**src/rtl/dadj_pkg.sv**
```systemverilog
package dadj_pkg;

  typedef enum logic [1:0] {
    DADJ_ADD = 2'b00,
    DADJ_SUB = 2'b01,
    DADJ_MUL = 2'b10,
    DADJ_DIV = 2'b11
  } dadj_op_e;

  localparam int NIB_W = 4;

  // Correction predicate shared by the add and subtract fix-ups.
  function automatic logic nib_over_nine(input logic [NIB_W-1:0] nib, input logic af);
    return (nib > NIB_W'(9)) || af;
  endfunction

  // Multiply by ten using shifts, truncated to the operand width.
  function automatic logic [7:0] times_ten8(input logic [7:0] v);
    return (v << 3) + (v << 1);
  endfunction

endpackage

```
**src/rtl/dadj_nibble_fix.sv**
```systemverilog
module dadj_nibble_fix
  import dadj_pkg::*;
#(
  parameter int BYTE_W = 8
) (
  input  logic [BYTE_W-1:0] hi_i,
  input  logic [BYTE_W-1:0] lo_i,
  input  logic              af_i,
  input  logic              sub_i,
  output logic [BYTE_W-1:0] hi_o,
  output logic [BYTE_W-1:0] lo_o,
  output logic              taken_o
);
  localparam logic [BYTE_W-1:0] SIX = BYTE_W'(6);
  localparam logic [BYTE_W-1:0] ONE = BYTE_W'(1);

  logic [BYTE_W-1:0] lo_adj;
  logic [BYTE_W-1:0] hi_adj;

  always_comb begin
    taken_o = nib_over_nine(lo_i[NIB_W-1:0], af_i);
    lo_adj  = sub_i ? (lo_i - SIX) : (lo_i + SIX);
    hi_adj  = sub_i ? (hi_i - ONE) : (hi_i + ONE);
    lo_o    = '0;
    lo_o[NIB_W-1:0] = taken_o ? lo_adj[NIB_W-1:0] : lo_i[NIB_W-1:0];
    hi_o    = taken_o ? hi_adj : hi_i;
  end

  // an untaken correction leaves the high byte alone
  always_comb begin
    if (!taken_o) begin
      a_r3_hi_hold : assert (hi_o == hi_i)
        else $error("high byte moved without correction");
    end
  end

endmodule

```
**src/rtl/dadj_div10.sv**
```systemverilog
module dadj_div10 #(
  parameter int W = 8
) (
  input  logic [W-1:0]   dividend_i,
  output logic [W-4:0]   quot_o,
  output logic [3:0]     rem_o
);
  localparam int QW = W - 3;   // 2**W / 10 < 2**(W-3)
  localparam int XW = W + 4;

  logic [W-1:0] part [0:QW];

  assign part[0] = dividend_i;

  genvar g;
  generate
    for (g = 0; g < QW; g++) begin : g_stage
      localparam int SH = QW - 1 - g;
      localparam logic [W:0] DIV_SH = (W+1)'(10) << SH;
      logic ge;
      assign ge = {1'b0, part[g]} >= DIV_SH;
      assign part[g+1] = ge ? (part[g] - DIV_SH[W-1:0]) : part[g];
      assign quot_o[SH] = ge;
    end
  endgenerate

  assign rem_o = part[QW][3:0];

  // remainder below ten and quotient*10+remainder rebuilds the dividend
  always_comb begin
    a_r5_rem_range : assert (part[QW] < W'(10))
      else $error("remainder out of range");
    a_r5_rebuild : assert ((XW'(quot_o) * XW'(10) + XW'(rem_o)) == XW'(dividend_i))
      else $error("quotient and remainder do not rebuild dividend");
  end

endmodule

```
**src/rtl/dadj_flags.sv**
```systemverilog
module dadj_flags
  import dadj_pkg::*;
#(
  parameter int BYTE_W = 8
) (
  input  dadj_op_e          op_i,
  input  logic              taken_i,
  input  logic [BYTE_W-1:0] hi_i,
  input  logic [BYTE_W-1:0] lo_i,
  output logic              cf_o,
  output logic              af_o,
  output logic              zf_o
);
  logic lo_zero;
  logic hi_zero;
  logic is_fix;

  always_comb begin
    is_fix  = (op_i == DADJ_ADD) || (op_i == DADJ_SUB);
    lo_zero = (lo_i == '0);
    hi_zero = (hi_i == '0);
    cf_o    = is_fix && taken_i;
    af_o    = is_fix && taken_i;
    zf_o    = is_fix ? (lo_zero && hi_zero) : lo_zero;
  end

endmodule

```
**src/rtl/dadj_unit.sv**
```systemverilog
module dadj_unit
  import dadj_pkg::*;
#(
  parameter int BYTE_W = 8
) (
  input  logic [2*BYTE_W-1:0] acc_i,
  input  logic                af_i,
  input  logic [1:0]          op_i,
  output logic [2*BYTE_W-1:0] acc_o,
  output logic                cf_o,
  output logic                af_o,
  output logic                zf_o
);
  localparam int ACC_W = 2 * BYTE_W;
  localparam int QW    = BYTE_W - 3;

  dadj_op_e op;
  assign op = dadj_op_e'(op_i);

  logic [BYTE_W-1:0] hi_in, lo_in;
  assign hi_in = acc_i[ACC_W-1:BYTE_W];
  assign lo_in = acc_i[BYTE_W-1:0];

  // add / subtract fix-up path
  logic [BYTE_W-1:0] fix_hi, fix_lo;
  logic              fix_taken;
  logic              is_sub;
  assign is_sub = (op == DADJ_SUB);

  dadj_nibble_fix #(.BYTE_W(BYTE_W)) u_fix (
    .hi_i    (hi_in),
    .lo_i    (lo_in),
    .af_i    (af_i),
    .sub_i   (is_sub),
    .hi_o    (fix_hi),
    .lo_o    (fix_lo),
    .taken_o (fix_taken)
  );

  // multiply split path
  logic [QW-1:0] tens;
  logic [3:0]    units;

  dadj_div10 #(.W(BYTE_W)) u_div10 (
    .dividend_i (lo_in),
    .quot_o     (tens),
    .rem_o      (units)
  );

  // divide merge path
  logic [BYTE_W-1:0] merged;
  assign merged = times_ten8(hi_in) + lo_in;

  logic [BYTE_W-1:0] res_hi, res_lo;
  always_comb begin
    unique case (op)
      DADJ_ADD, DADJ_SUB: begin
        res_hi = fix_hi;
        res_lo = fix_lo;
      end
      DADJ_MUL: begin
        res_hi = BYTE_W'(tens);
        res_lo = BYTE_W'(units);
      end
      default: begin
        res_hi = '0;
        res_lo = merged;
      end
    endcase
  end

  assign acc_o = {res_hi, res_lo};

  dadj_flags #(.BYTE_W(BYTE_W)) u_flags (
    .op_i    (op),
    .taken_i (fix_taken),
    .hi_i    (res_hi),
    .lo_i    (res_lo),
    .cf_o    (cf_o),
    .af_o    (af_o),
    .zf_o    (zf_o)
  );

  // Assertions relating the assembled outputs to the inputs
  always_comb begin
    // taken correction steps the high byte by exactly one
    if (!op_i[1] && fix_taken) begin
      a_r2_r4_hi_step : assert ((acc_o[ACC_W-1:BYTE_W] - hi_in) == (is_sub ? {BYTE_W{1'b1}} : BYTE_W'(1)))
        else $error("high byte not stepped by one");
      a_r2_r4_flags_set : assert (cf_o && af_o)
        else $error("flags not set on correction");
    end
    // non-fix operations clear both carry flags
    if (op_i[1]) begin
      a_r6_carries_clear : assert (!cf_o && !af_o)
        else $error("carry flags set on split or merge");
    end
    if (op == DADJ_DIV) begin
      a_r6_hi_zero : assert (acc_o[ACC_W-1:BYTE_W] == '0)
        else $error("merge left high byte non-zero");
    end
    // zero flag matches the whole result for add/subtract
    if (!op_i[1]) begin
      a_r7_zero_full : assert (zf_o == (acc_o == '0))
        else $error("zero flag mismatch on fix-up");
    end else begin
      // zero flag follows only the low byte
      a_r8_zero_low : assert (zf_o == (acc_o[BYTE_W-1:0] == '0))
        else $error("zero flag mismatch on split/merge");
    end
  end

endmodule

```
**config.mk**
```make
export PLATFORM = sky130hd
export DESIGN_NAME = dadj_unit
export DESIGN_NICKNAME = d
export VERILOG_FILES = /design/src/rtl/dadj_pkg.sv /design/src/rtl/dadj_nibble_fix.sv /design/src/rtl/dadj_div10.sv /design/src/rtl/dadj_flags.sv /design/src/rtl/dadj_unit.sv
export SDC_FILE = /design/constraint.sdc
export NUM_CORES = 1
export LEC_CHECK = 0
export BUFFER_PORTS_ARGS = -buffer_cell sky130_fd_sc_hd__buf_2
export CORE_ASPECT_RATIO = 0.75
export CORE_MARGIN = 2
export CORE_UTILIZATION = 56
export DETAILED_ROUTE_END_ITERATION = 6
export PLACE_DENSITY = 0.9
export REMOVE_ABC_BUFFERS = 1
export SLEW_MARGIN = 30
export SYNTH_ARGS = -nofsm -noshare
export SYNTH_HDL_FRONTEND = slang
export SYNTH_SLANG_ARGS = --single-unit
```
**constraint.sdc**
```tcl
create_clock -name vclk -period 4.1
set_input_delay 0.205 -clock vclk [all_inputs]
set_output_delay 0.205 -clock vclk [all_outputs]
set_load 0.02 [all_outputs]
```
# Word level (Yosys, flattened, before mapping)
# Cells that the tools add are included.
[op_classes]
add_sub_neg = 11
magnitude_cmp = 6
eq_ne = 2
muxes = 12
n_reduce_logical = 8
[ops]
columns = ["cell", "n"]
rows = [
  ["$mux 8", 6],
  ["$pmux 8 s2", 2],
  ["$add 8x8->8", 2],
  ["$logic_not 8->1", 2],
  ["$mux 4", 3],
  ["$add 8x1->8 const B", 1],
  ["$ge 8x4->1 const B", 1],
  ["$ge 8x5->1 const B", 1],
  ["$ge 8x6->1 const B", 1],
  ["$ge 8x7->1 const B", 1],
  ["$ge 8x8->1 const B", 1],
  ["$sub 8x1->8 const B", 1],
  ["$sub 8x5->8 const B", 1],
  ["$sub 8x6->8 const B", 1],
  ["$sub 8x7->8 const B", 1],
  ["$sub 8x8->8 const B", 1],
  ["$add 4x3->4 const B", 1],
  ["$gt 4x4->1 const B", 1],
  ["$sub 4x3->4 const B", 1],
  ["$sub 4x4->4 const B", 1],
  ["$eq 2x1->1 const B", 1],
  ["$eq 2x2->1 const B", 1],
  ["$logic_and 1x1->1", 2],
  ["$logic_not 2->1", 1],
  ["3 further kinds", 4],
]
[word_totals]
register_bits = 0
inputBits = 19
out_inout_bits = 19

# Logic depth before layout (Yosys ltp)
# Gate-level depths: netlist of run 1.
[logic_depth]
depth_word = 14
ltp_mapped = 16
depth_no_buf = 13

# Modules after synthesis
# Synthesis of run 1 repeated with hierarchy kept, for this count alone.
[hier_totals]
cells_unflattened = 287
hier_area_um2 = 2079.5
[modules_own_cells]
columns = ["module", "instances", "cells_per_inst", "area_each_um2", "seq_area_each_um2"]
rows = [
  ["dadj_div10", 1, 124, 913.4, 0.0],
  ["dadj_unit", 1, 76, 558.0, 0.0],
  ["dadj_nibble_fix", 1, 78, 550.5, 0.0],
  ["dadj_flags", 1, 9, 57.6, 0.0],
]

# Least setup slack after synthesis of run 1
# Ideal clock, no wire load.
[synth_timing]
kind = "input port to output port"
start = "input port acc_i[6]"
end = "output port zf_o"
arrival_time_ns = 3.417
required_time_ns = 3.895
setup_slack_ns = 0.478
path_stages = 13
path_cell_list = "buf_2 -> clkinv_1 -> ha_1 -> nor3b_1 -> o311ai_0 -> nor4_1 -> a311oi_4 -> a21oi_1 -> o31ai_1 -> a21oi_2 -> o22ai_1 -> a221o_1 -> nor4_2"
[synth_between]
elab_chain_cells = 14
[synth_rtl]
columns = ["element", "line_no", "rtl"]
rows = [
  ["start, declared", "dadj_unit.sv:6", "input logic [2*BYTE_W-1:0] acc_i,"],
  ["$sub 8x8->8 or $ge 8x8->1 (tied branches)", "dadj_div10.sv:22, dadj_div10.sv:21", ""],
  ["$mux 8 *", "dadj_div10.sv:22", "assign part[g+1] = ge ? (part[g] - DIV_SH[W-1:0]) : part[g];"],
  ["$sub 8x7->8 or $ge 8x7->1 (tied branches)", "dadj_div10.sv:22, dadj_div10.sv:21", ""],
  ["$mux 8 *", "dadj_div10.sv:22", ""],
  ["$sub 8x6->8 or $ge 8x6->1 (tied branches)", "dadj_div10.sv:22, dadj_div10.sv:21", ""],
  ["$mux 8 *", "dadj_div10.sv:22", ""],
  ["$sub 8x5->8 or $ge 8x5->1 (tied branches)", "dadj_div10.sv:22, dadj_div10.sv:21", ""],
  ["$mux 8 *", "dadj_div10.sv:22", ""],
  ["$ge 8x4->1 or $sub 4x4->4 (tied branches)", "dadj_div10.sv:21, dadj_div10.sv:22", ""],
  ["$mux 4 *", "dadj_div10.sv:22", ""],
  ["$pmux 8 s2 *", "dadj_unit.sv:56", "unique case (op)"],
  ["named net acc_o[1]", "dadj_unit.sv:9", "output logic [2*BYTE_W-1:0] acc_o,"],
  ["$logic_not 8->1 *", "dadj_flags.sv:20", "lo_zero = (lo_i == '0);"],
  ["$logic_and 1x1->1", "dadj_flags.sv:24", "zf_o = is_fix ? (lo_zero && hi_zero) : lo_zero;"],
  ["$mux 1 *", "dadj_flags.sv:24", ""],
  ["end, declared", "dadj_unit.sv:12", "output logic zf_o"],
]
# Mark *: on every way through the listed nets, which the timed path passes. The rest lies on a longest branch.

# Worst setup path in the final report of run 1
[layout_timing]
start = "input port acc_i[6]"
end = "output port zf_o"
[layout_between]
elab_chain_cells = 14
[layout_rtl]
columns = ["element", "line_no"]
rows = [
  ["$sub 8x8->8 or $ge 8x8->1 (tied branches)", "dadj_div10.sv:22, dadj_div10.sv:21"],
  ["$mux 8", "dadj_div10.sv:22"],
  ["$sub 8x7->8 or $ge 8x7->1 (tied branches)", "dadj_div10.sv:22, dadj_div10.sv:21"],
  ["$mux 8", "dadj_div10.sv:22"],
  ["$sub 8x6->8 or $ge 8x6->1 (tied branches)", "dadj_div10.sv:22, dadj_div10.sv:21"],
  ["$mux 8", "dadj_div10.sv:22"],
  ["$sub 8x5->8 or $ge 8x5->1 (tied branches)", "dadj_div10.sv:22, dadj_div10.sv:21"],
  ["$mux 8", "dadj_div10.sv:22"],
  ["$ge 8x4->1 or $sub 4x4->4 (tied branches)", "dadj_div10.sv:21, dadj_div10.sv:22"],
  ["$mux 4", "dadj_div10.sv:22"],
  ["$pmux 8 s2", "dadj_unit.sv:56"],
  ["$logic_not 8->1", "dadj_flags.sv:20"],
  ["$logic_and 1x1->1", "dadj_flags.sv:24"],
  ["$mux 1 *", "dadj_flags.sv:24"],
]
# Mark *: on every way between the ends. The rest lies on a longest branch, timed or not.

==> load_flow_metrics.sql, run 1 <==
INSERT INTO impl_metrics (metric_group, metric, value, unit) VALUES
('power_and_ir_drop', 'ir_drop', '99.0', 'µV'),
('placed_design', 'pre_cts_ws', '0.255', 'ns'),
('logic_synthesis', 'syn_area_per_cell', '7.08', 'µm²'),
('sta', 'worst_slew_margin_rel', '58.3', '%'),
('logic_synthesis', 'synth_compound_gate_area_share', '38.1', '%'),
('layout', 'mostFrequentLayoutCell', 'sky130_fd_sc_hd__buf_2', ''),
('sta', 'rsz_0062_raised_after_global_routing', 'yes', ''),
('sta', 'postLayoutSetupSlackWorst', '0.242', 'ns'),
('sta', 'fmax', '259', 'MHz'),
('status', 'status', 'finished clean', ''),
('logic_synthesis', 'synth_top_area_cell', 'sky130_fd_sc_hd__ha_1', ''),
('logic_synthesis', 'synth_simple_gate_area_share', '30.5', '%'),
('detailed_routing', 'finalWirelength', '6.30', 'mm'),
('critical_path', 'end_kind', 'output pin', ''),
('placed_design', 'input_output_buffers', '38', ''),
('layout', 'insertedDiodeCount', '0', ''),
('logic_synthesis', 'synth.mux.area_fraction', '1.48', '%'),
('critical_path', 'critical_path_arrival', '3.65', 'ns'),
('critical_path', 'critical_path_class', 'in2out', ''),
('critical_path', 'worst_ep_required_time', '3.89', 'ns'),
('layout', 'n_clock_buffer', '0', ''),
('floorplanning', 'die_w', '75.0', 'µm'),
('floorplanning', 'placementRows', '19', ''),
('detailed_routing', 'drt-pass1-iter-count', '6', ''),
('detailed_routing', 'viasPerCell', '6.77', ''),
('logic_synthesis', 'share_of_yosys_cell_area_claimed_by_the_top_area_cell_type', '9.46', '%'),
('grt', 'grt_antenna_before_repair', '0', ''),
('sta', 'report.final.hold_viol_count', '0', ''),
('logic_synthesis', 'post_synth_num_cell_types', '69', ''),
('logic_synthesis', 'synth_cells', '299', ''),
('placed_design', 'post-dp-hpwl', '4.78', 'mm'),
('floorplanning', 'floorplan.die_area', '4290', 'µm²'),
('logic_synthesis', 'synth-adder-area-share', '16.1', '%'),
('sta', 'min_period_over_period', '94.1', '%'),
('detailed_routing', 'drc', '0', ''),
('critical_path', 'critical_path.slowest_cell', 'sky130_fd_sc_hd__ha_1', ''),
('logic_synthesis', 'synth.top_cells.by_area', 'sky130_fd_sc_hd__ha_1 9.5%, sky130_fd_sc_hd__a21oi_1 6.6%, sky130_fd_sc_hd__fa_1 6.6%', ''),
('sta', 'max_slew.worst_pin.slew', '0.609', 'ns'),
('cts', 'hold_buffers', '0', ''),
('grt', 'global_route.overflow_total', '0', ''),
('detailed_routing', 'detailroute.via_count', '2519', ''),
('power_and_ir_drop', 'power_density', '164', 'nW/µm²'),
('layout', 'seq_cells', '0', ''),
('hold_path', 'min-delay-path-class', 'in2out', ''),
('layout', 'final_layout_size_suffix_gt1_share', '19.4', '%'),
('sta', 'setup-violations-final', '0', ''),
('layout', 'seq_area', '0', 'µm²'),
('logic_synthesis', 'syn-cell-area', '2120', 'µm²'),
('floorplanning', 'io_pins', '38', ''),
('floorplanning', 'coreArea', '3640', 'µm²'),
('logic_synthesis', 'proportion_of_synthesized_chip_area_in_sequential_cells', '0', '%'),
('grt', 'grt_first_pass_wirelength', '10.2', 'mm'),
('layout', 'num-nets-final', '364', ''),
('layout', 'synthToLayoutAreaGrowth', '8.98', '%'),
('critical_path', 'path_cells', 'buf_2 -> clkinv_1 -> ha_1 -> nand2b_1 -> o21ai_0 -> a311oi_2 -> nor4_2 -> o32ai_2 -> o31ai_1 -> a211oi_1 -> o21a_1 -> a221o_1 -> nor4_2 -> buf_2', ''),
('detailed_routing', 'detail_routed_net_length_per_standard_cell', '16.9', 'µm'),
('detailed_routing', 'postRouteAntennaNets', '0', ''),
('layout', 'fillers', '308', ''),
('detailed_routing', 'drt_first_iter_violations', '297', ''),
('grt', 'first_global_vias', '2133', ''),
('floorplanning', 'floorplan.initialDensity', '58.2', '%'),
('sta', 'period_needed', '3.86', 'ns'),
('sta', 'final-max-slew-violation-count', '0', ''),
('critical_path', 'worstSetupStartpointType', 'primary input', ''),
('critical_path', 'crit_path_max_fanout', '15', ''),
('layout', 'final_cell_mix', '38 x sky130_fd_sc_hd__buf_2, 28 x sky130_fd_sc_hd__a21oi_1, 27 x sky130_fd_sc_hd__nor2_1', ''),
('power_and_ir_drop', 'power.static_leakage', '0.000958', 'µW'),
('floorplanning', 'floorplan.die.height', '57.2', 'µm'),
('critical_path', 'cpPeakStageDelay', '0.41', 'ns'),
('logic_synthesis', 'synth.yosys.warnings', '0', ''),
('grt', 'grt_max_degree', '31', ''),
('logic_synthesis', 'synth_top_family_by_area', 'compound AO/OA/AOI/OAI gates', ''),
('sta', 'totalNegativeSetupSlack', '0', 'ns'),
('logic_synthesis', 'yosys.area_share.xor_xnor', '5.38', '%'),
('flow_run', 'drv_cap', '0', ''),
('grt', 'global_route.usage.total', '29.2', '%'),
('placed_design', 'gp_congestion', '1.02', '');
## worst max-delay path: cells and delay by family
family	cells	cell delay, ns
buffers and inverters	3	0.64
adders and majority gates	1	0.41
AOI/OAI and AO/OA	7	1.49
and+or+nand+nor	3	0.89
## repair_timing
| action | in CTS | in global routing |
|---|---|---|
| resized for setup | 0 | 3 |
| setup endpoints to repair | 0 | 2 |
| buffers inserted | 0 | 0 |
## cells in the mapped netlist, drive strengths merged (4+ instances only)
cell / instances
nor4: 6
xnor2: 11
o211ai: 5
nand2b: 11
nor2b: 8
a21oi: 29
buf: 16
inv: 11
clkbuf: 8
ha: 16
a311oi: 4
o22ai: 5
a211oi: 6
nor2: 28
nand2: 13
nor3: 8
o32ai: 4
nand3b: 5
a31oi: 6
nand3: 7
and2: 4
or2: 4
a21o: 7
fa: 7
o21ai: 15
## worst paths after layout
path  startpoint       end  slack, ns  cells after the start
min     acc_i[0]  acc_o[0]       0.71                      2
max     acc_i[6]      zf_o       0.24                     14
## layer usage
metal,track usage (%),vias to the layer above,wire (µm)
met5,0,-,0
met4,3.32,0,78
met3,6.71,20,753
met2,40.4,177,2660
met1,46.8,1141,2800
li1,-,1181,-
## cell type report
type | count | area, µm² | share of cell area [%]
multi-input combinational | 262 | 1950 | 84.5
inverter | 13 | 48.8 | 2.11
tap | 52 | 65.1 | 2.82
timing repair buffer | 45 | 243 | 10.5
## metrics by stage
step | hold WS (ns) | power (µW) | cells | area, µm² | utilization (%)
final | 0.712 | 379 | 372 | 2310 | 63.4
after global routing | 0.720 | 413 | 372 | 2310 | 63.4
after CTS | 0.710 | 369 | 372 | 2290 | 63.1
after detailed placement | 0.710 | 368 | 372 | 2290 | 63.1
after global placement | 0.703 | 360 | 372 | 2290 | 63.1
after floorplan | 0.410 | 255 | 275 | 1990 | -
## where the power goes
part / leakage, µW / switching [µW] / internal, µW
combinational: 0.000958 / 229 / 149
clock: 0 / 0 / 0
sequential: 0 / 0 / 0
total: 0.000958 / 229 / 149
## logic make-up after synthesis
kind of cell | Yosys count
compound gates | 112
xor+xnor | 13
fa+ha+maj | 23
buf+inv | 37
mux | 3
simple gates | 111
(Power assumes the default switching activity.)
==> run 2: changes to the inputs <==
--- a/config.mk
+++ b/config.mk
@@ -8,9 +8,9 @@
 export BUFFER_PORTS_ARGS = -buffer_cell sky130_fd_sc_hd__buf_2
 export CORE_ASPECT_RATIO = 0.75
 export CORE_MARGIN = 2
-export CORE_UTILIZATION = 56
+export CORE_UTILIZATION = 40
 export DETAILED_ROUTE_END_ITERATION = 6
-export PLACE_DENSITY = 0.9
+export PLACE_DENSITY = 0.7
 export REMOVE_ABC_BUFFERS = 1
 export SLEW_MARGIN = 30
 export SYNTH_ARGS = -nofsm -noshare
==> load_flow_metrics.sql, run 2 (synthesis gave the netlist of run 1 again) <==
INSERT INTO impl_metrics (metric_group, metric, value, unit) VALUES
('grt', 'grt_first_pass_wirelength', '10.3', 'mm'),
('critical_path', 'critPathLaunch', 'op_i[0]', ''),
('critical_path', 'worst_ep_required_time', '3.89', 'ns'),
('layout', 'synthToLayoutAreaGrowth', '10.3', '%'),
('layout', 'num-nets-final', '366', ''),
('critical_path', 'worstSetupStartpointType', 'primary input', ''),
('detailed_routing', 'drc', '0', ''),
('cts', 'post_cts_setup_buffer_count', '0', ''),
('critical_path', 'crit_path_frequent_cell', 'sky130_fd_sc_hd__buf_2', ''),
('grt', 'grt_max_degree', '30', ''),
('sta', 'setup-violations-final', '0', ''),
('power_and_ir_drop', 'power_density', '161', 'nW/µm²'),
('layout', 'insertedDiodeCount', '0', ''),
('sta', 'totalNegativeSetupSlack', '0', 'ns'),
('layout', 'mostFrequentLayoutCell', 'sky130_fd_sc_hd__buf_2', ''),
('critical_path', 'cp_num_buf_inv', '3', ''),
('critical_path', 'critical_path_arrival', '3.64', 'ns'),
('sta', 'fmax', '260', 'MHz'),
('sta', 'worst_hold_slack_after_final_layout', '0.714', 'ns'),
('grt', 'grt_antenna_before_repair', '0', ''),
('power_and_ir_drop', 'post-layout-total-power', '377', 'µW'),
('layout', 'final_cell_mix', '38 x sky130_fd_sc_hd__buf_2, 28 x sky130_fd_sc_hd__a21oi_1, 27 x sky130_fd_sc_hd__nor2_1', ''),
('power_and_ir_drop', 'power.static_leakage', '0.000965', 'µW'),
('critical_path', 'timing.critical_path.to', 'zf_o', ''),
('sta', 'period_needed', '3.84', 'ns'),
('critical_path', 'worst_path_dominant_cell_family', 'simple AND/OR/NAND/NOR gates', ''),
('sta', 'postLayoutSetupSlackWorst', '0.256', 'ns'),
('critical_path', 'end_kind', 'output pin', ''),
('detailed_routing', 'detail_routed_net_length_per_standard_cell', '15.9', 'µm'),
('layout', 'fillers', '501', ''),
('sta', 'max_slew.worst_pin.slew', '0.683', 'ns'),
('grt', 'first_global_vias', '2172', ''),
('critical_path', 'cpPeakStageDelay', '0.54', 'ns'),
('hold_path', 'hold_path_startpoint', 'acc_i[0]', ''),
('critical_path', 'critical_path.slowest_cell', 'sky130_fd_sc_hd__or4_1', ''),
('placed_design', 'input_output_buffers', '38', ''),
('placed_design', 'gp_congestion', '0.943', ''),
('layout', 'n_clock_buffer', '0', ''),
('layout', 'seq_cells', '0', ''),
('grt', 'global_route.usage.total', '21.4', '%'),
('floorplanning', 'placementRows', '22', ''),
('placed_design', 'post-place-cells', '394', ''),
('sta', 'min_period_over_period', '93.8', '%'),
('floorplanning', 'coreArea', '4980', 'µm²'),
('detailed_routing', 'detailroute.via_count', '2443', ''),
('flow_run', 'drv_cap', '0', ''),
('layout', 'instances_no_fill', '394', ''),
('sta', 'worst_slew_margin_rel', '54.4', '%'),
('detailed_routing', 'drt_first_iter_violations', '313', ''),
('placed_design', 'pre_cts_ws', '0.262', 'ns'),
('placed_design', 'post-dp-hpwl', '4.85', 'mm'),
('critical_path', 'worstSetupPathDepth', '15', ''),
('power_and_ir_drop', 'ir_drop', '44.3', 'µV'),
('floorplanning', 'die_w', '88.0', 'µm'),
('cts', 'hold_buffers', '0', ''),
('sta', 'final-max-slew-violation-count', '0', ''),
('layout', 'seq_area', '0', 'µm²'),
('floorplanning', 'floorplan.die_area', '5900', 'µm²'),
('critical_path', 'path_cells', 'buf_2 -> nor2b_1 -> buf_4 -> ha_1 -> a21o_1 -> a21oi_1 -> xnor2_1 -> mux2i_1 -> o32ai_1 -> or4_1 -> nor4_1 -> o211a_1 -> o211ai_1 -> nor4_2 -> buf_2', ''),
('floorplanning', 'floorplan.die.height', '67.0', 'µm'),
('hold_path', 'min-delay-path-class', 'in2out', ''),
('sta', 'report.final.hold_viol_count', '0', ''),
('critical_path', 'critical_path_class', 'in2out', ''),
('status', 'status', 'finished clean', ''),
('floorplanning', 'floorplan.initialDensity', '42.5', '%'),
('layout', 'final_layout_size_suffix_gt1_share', '19.3', '%'),
('grt', 'global_route.overflow_total', '0', ''),
('critical_path', 'crit_path_max_fanout', '12', ''),
('sta', 'rsz_0062_raised_after_global_routing', 'no', ''),
('detailed_routing', 'finalWirelength', '6.28', 'mm'),
('detailed_routing', 'drt-pass1-iter-count', '6', ''),
('detailed_routing', 'postRouteAntennaNets', '0', ''),
('detailed_routing', 'viasPerCell', '6.20', ''),
('floorplanning', 'io_pins', '38', '');
## run 2: final cells by class
| cell class | instances | area, µm² | area share, % |
|---|---|---|---|
| well taps | 72 | 90.1 | 3.86 |
| multi-input cells | 262 | 1940 | 83.0 |
| repair buffers | 47 | 258 | 11.0 |
| inverters | 13 | 48.8 | 2.09 |
## run 2: report_power, final
part,total (µW),switching [µW],internal [µW]
sequential,0,0,0
combinational,377,228,149
clock,0,0,0
## run 2: worst min-delay path by stage
stage / cells after the start / slack, ns / end
5_1_grt: 2 / 0.73 / acc_o[0]
3_3_place_gp: 2 / 0.72 / acc_o[0]
2_1_floorplan: 0 / 0.41 / acc_o[0]
4_1_cts: 2 / 0.72 / acc_o[0]
3_5_place_dp: 2 / 0.72 / acc_o[0]
6_report: 2 / 0.71 / acc_o[0]
## run 2: metal layers
layer,routed length (µm),vias to the layer above,GRT usage (%)
met5,0,-,0
met4,69,0,1.92
met3,623,14,2.85
met2,2640,147,32.9
met1,2950,1087,32.6
li1,-,1195,-
## run 2: stage by stage
stage | util, % | cell area [µm²]
final | 46.9 | 2340
after floorplan | - | 1990
after CTS | 46.9 | 2330
after detailed placement | 46.9 | 2330
after global routing | 46.9 | 2340
after global placement | 46.9 | 2330
## run 2: what timing repair did
item,4_1_cts,5_1_grt
setup endpoints to repair,0,1
endpoints found under the hold margin,0,0
resized for setup,0,1
==> run 3: changes to the inputs <==
--- a/config.mk
+++ b/config.mk
@@ -10,7 +10,8 @@
 export CORE_MARGIN = 2
 export CORE_UTILIZATION = 40
 export DETAILED_ROUTE_END_ITERATION = 6
-export PLACE_DENSITY = 0.7
+export PLACE_DENSITY = 0.73
+export RECOVER_POWER = 25
 export REMOVE_ABC_BUFFERS = 1
 export SLEW_MARGIN = 30
 export SYNTH_ARGS = -nofsm -noshare
==> constraint.sdc (replaced) <==
create_clock -name vclk -period 3.1
set_input_delay 0.155 -clock vclk [all_inputs]
set_output_delay 0.155 -clock vclk [all_outputs]
set_load 0.02 [all_outputs]
==> load_flow_metrics.sql, run 3 (synthesis gave the netlist of run 1 again) <==
INSERT INTO impl_metrics (metric_group, metric, value, unit) VALUES
('detailed_routing', 'detail_routed_net_length_per_standard_cell', '19.2', 'µm'),
('flow_run', 'drv_cap', '0', ''),
('critical_path', 'worstSetupStartpointType', 'primary input', ''),
('power_and_ir_drop', 'power_frac_seq', '0', '%'),
('detailed_routing', 'viasPerCell', '6.49', ''),
('power_and_ir_drop', 'share_comb_of_total_power', '100.0', '%'),
('sta', 'totalNegativeSetupSlack', '-0.276', 'ns'),
('critical_path', 'worst_ep_required_time', '2.94', 'ns'),
('layout', 'instances_no_fill', '470', ''),
('critical_path', 'critical_path_class', 'in2out', ''),
('floorplanning', 'die_w', '88.0', 'µm'),
('power_and_ir_drop', 'switching_share', '53.8', '%'),
('floorplanning', 'floorplan.die_area', '5900', 'µm²'),
('layout', 'synthToLayoutAreaGrowth', '57.7', '%'),
('floorplanning', 'coreArea', '4980', 'µm²'),
('placed_design', 'post-dp-hpwl', '6.09', 'mm'),
('power_and_ir_drop', 'share_clk_of_total_power', '0', '%'),
('status', 'status', 'finished with violations', ''),
('sta', 'postLayoutSetupSlackWorst', '-0.116', 'ns'),
('placed_design', 'input_output_buffers', '38', ''),
('sta', 'period_needed', '3.22', 'ns'),
('power_and_ir_drop', 'p_sw', '399', 'µW'),
('detailed_routing', 'postRouteAntennaNets', '0', ''),
('floorplanning', 'io_pins', '38', ''),
('placed_design', 'gp_congestion', '0.943', ''),
('cts', 'hold_buffers', '0', ''),
('power_and_ir_drop', 'power.static_leakage', '0.00143', 'µW'),
('grt', 'grt_first_pass_wirelength', '13.3', 'mm'),
('sta', 'report.final.hold_viol_count', '0', ''),
('grt', 'grt_max_degree', '26', ''),
('layout', 'seq_cells', '0', ''),
('critical_path', 'critical_path_arrival', '3.06', 'ns'),
('status', 'violations_in_the_final_reports', 'negative setup slack', ''),
('layout', 'mostFrequentLayoutCell', 'sky130_fd_sc_hd__buf_4', ''),
('sta', 'setup-violations-final', '4', ''),
('power_and_ir_drop', 'ir_drop', '96.5', 'µV'),
('layout', 'num-nets-final', '442', ''),
('grt', 'global_route.usage.total', '28.1', '%'),
('layout', 'n_clock_buffer', '0', ''),
('sta', 'rsz_0062_raised_after_global_routing', 'yes', ''),
('grt', 'first_global_vias', '2735', ''),
('sta', 'max_slew.worst_pin.slew', '0.480', 'ns'),
('detailed_routing', 'drt_first_iter_violations', '488', ''),
('floorplanning', 'floorplan.die.height', '67.0', 'µm'),
('sta', 'worst_slew_margin_rel', '68.0', '%'),
('grt', 'global_route.overflow_total', '0', ''),
('detailed_routing', 'finalWirelength', '9.02', 'mm'),
('hold_path', 'min-delay-path-class', 'in2out', ''),
('layout', 'insertedDiodeCount', '0', ''),
('sta', 'min_period_over_period', '104', '%'),
('power_and_ir_drop', 'power_density', '222', 'nW/µm²'),
('layout', 'seq_area', '0', 'µm²'),
('layout', 'final_cell_mix', '78 x sky130_fd_sc_hd__buf_4, 31 x sky130_fd_sc_hd__buf_2, 26 x sky130_fd_sc_hd__nor2_1', ''),
('floorplanning', 'floorplan.initialDensity', '42.5', '%'),
('placed_design', 'post-place-cells', '455', ''),
('floorplanning', 'placementRows', '22', ''),
('sta', 'fmax', '311', 'MHz'),
('sta', 'final-max-slew-violation-count', '0', ''),
('layout', 'final_layout_size_suffix_gt1_share', '44.7', '%'),
('detailed_routing', 'detailroute.via_count', '3049', ''),
('power_and_ir_drop', 'cellInternalPower', '342', 'µW'),
('detailed_routing', 'drt-pass1-iter-count', '6', ''),
('critical_path', 'end_kind', 'output pin', ''),
('critical_path', 'crit_path_max_fanout', '5', ''),
('detailed_routing', 'drc', '0', ''),
('grt', 'grt_antenna_before_repair', '0', '');
## run 3: cell types whose count changed in the layout (fill, tap and decap cells not counted), moves of 4 or more
cell,before,now
sky130_fd_sc_hd__buf_6,0,7
sky130_fd_sc_hd__ha_4,0,4
sky130_fd_sc_hd__buf_4,9,78
sky130_fd_sc_hd__o21ai_0,13,8
sky130_fd_sc_hd__buf_2,38,31
sky130_fd_sc_hd__a21oi_2,1,7
sky130_fd_sc_hd__o21ai_1,2,7
sky130_fd_sc_hd__ha_1,16,12
sky130_fd_sc_hd__a21oi_1,28,20
## run 3: worst paths after layout
path                      from       end  slack, ns  cells after the start
worst max-delay path  acc_i[6]      zf_o      -0.12                     16
worst min-delay path  acc_i[0]  acc_o[0]       0.65                      2
## run 3: critical path, cell delays in order
cell and delay [ns]:
sky130_fd_sc_hd__buf_8 0.09, sky130_fd_sc_hd__inv_8 0.03, sky130_fd_sc_hd__buf_12 0.11, sky130_fd_sc_hd__ha_4 0.28
sky130_fd_sc_hd__buf_6 0.11, sky130_fd_sc_hd__nor3b_4 0.05, sky130_fd_sc_hd__o311ai_2 0.36, sky130_fd_sc_hd__nor4_4 0.09
sky130_fd_sc_hd__a311oi_4 0.39, sky130_fd_sc_hd__nor2_1 0.11, sky130_fd_sc_hd__o22ai_2 0.22, sky130_fd_sc_hd__a211oi_1 0.11
sky130_fd_sc_hd__o21a_1 0.20, sky130_fd_sc_hd__a221o_1 0.29, sky130_fd_sc_hd__nor4_2 0.26, sky130_fd_sc_hd__buf_2 0.20
## run 3: per-layer routing
layer	part of all wire [%]	global-route usage (%)	up-vias	wire length [µm]
li1	-	-	1342	-
met1	40	38.6	1398	3580
met2	46	47.5	262	4160
met3	11	3.72	47	1020
met4	2.8	4.62	0	256
met5	0	0	-	0
## run 3: timing repair
action                                  4_1_cts  5_1_grt
gates resized for setup                      40       47
endpoints found under the setup margin        4        4
pin swaps                                    14       29
buffers inserted                              9        7
## run 3: power by group through the flow
stage          registers (µW)  logic, µW  clock network [µW]
2_1_floorplan               0        337                   0
3_3_place_gp                0        577                   0
3_5_place_dp                0        586                   0
4_1_cts                     0        641                   0
5_1_grt                     0        791                   0
6_report                    0        741                   0
## run 3: stage by stage
| step | hold slack [ns] | instance area, µm² | worst slack (ns) | utilization (%) | total power [µW] |
|---|---|---|---|---|---|
| detailed placement | 0.625 | 2820 | -0.339 | 56.6 | 586 |
| finish | 0.650 | 3340 | -0.116 | 67.0 | 741 |
| CTS | 0.626 | 3050 | -0.148 | 61.3 | 641 |
| global placement | 0.619 | 2820 | -0.265 | 56.6 | 577 |
| floorplan | 0.310 | 1990 | -0.318 | - | 337 |
| global route | 0.660 | 3340 | -0.228 | 67.0 | 791 |
## run 3: layout make-up
| cell class | count | area, µm² |
|---|---|---|
| inverters | 13 | 60.1 |
| well taps | 72 | 90.1 |
| repair buffers | 123 | 906 |
| fillers | 394 | 1640 |
| multi-input cells | 262 | 2280 |
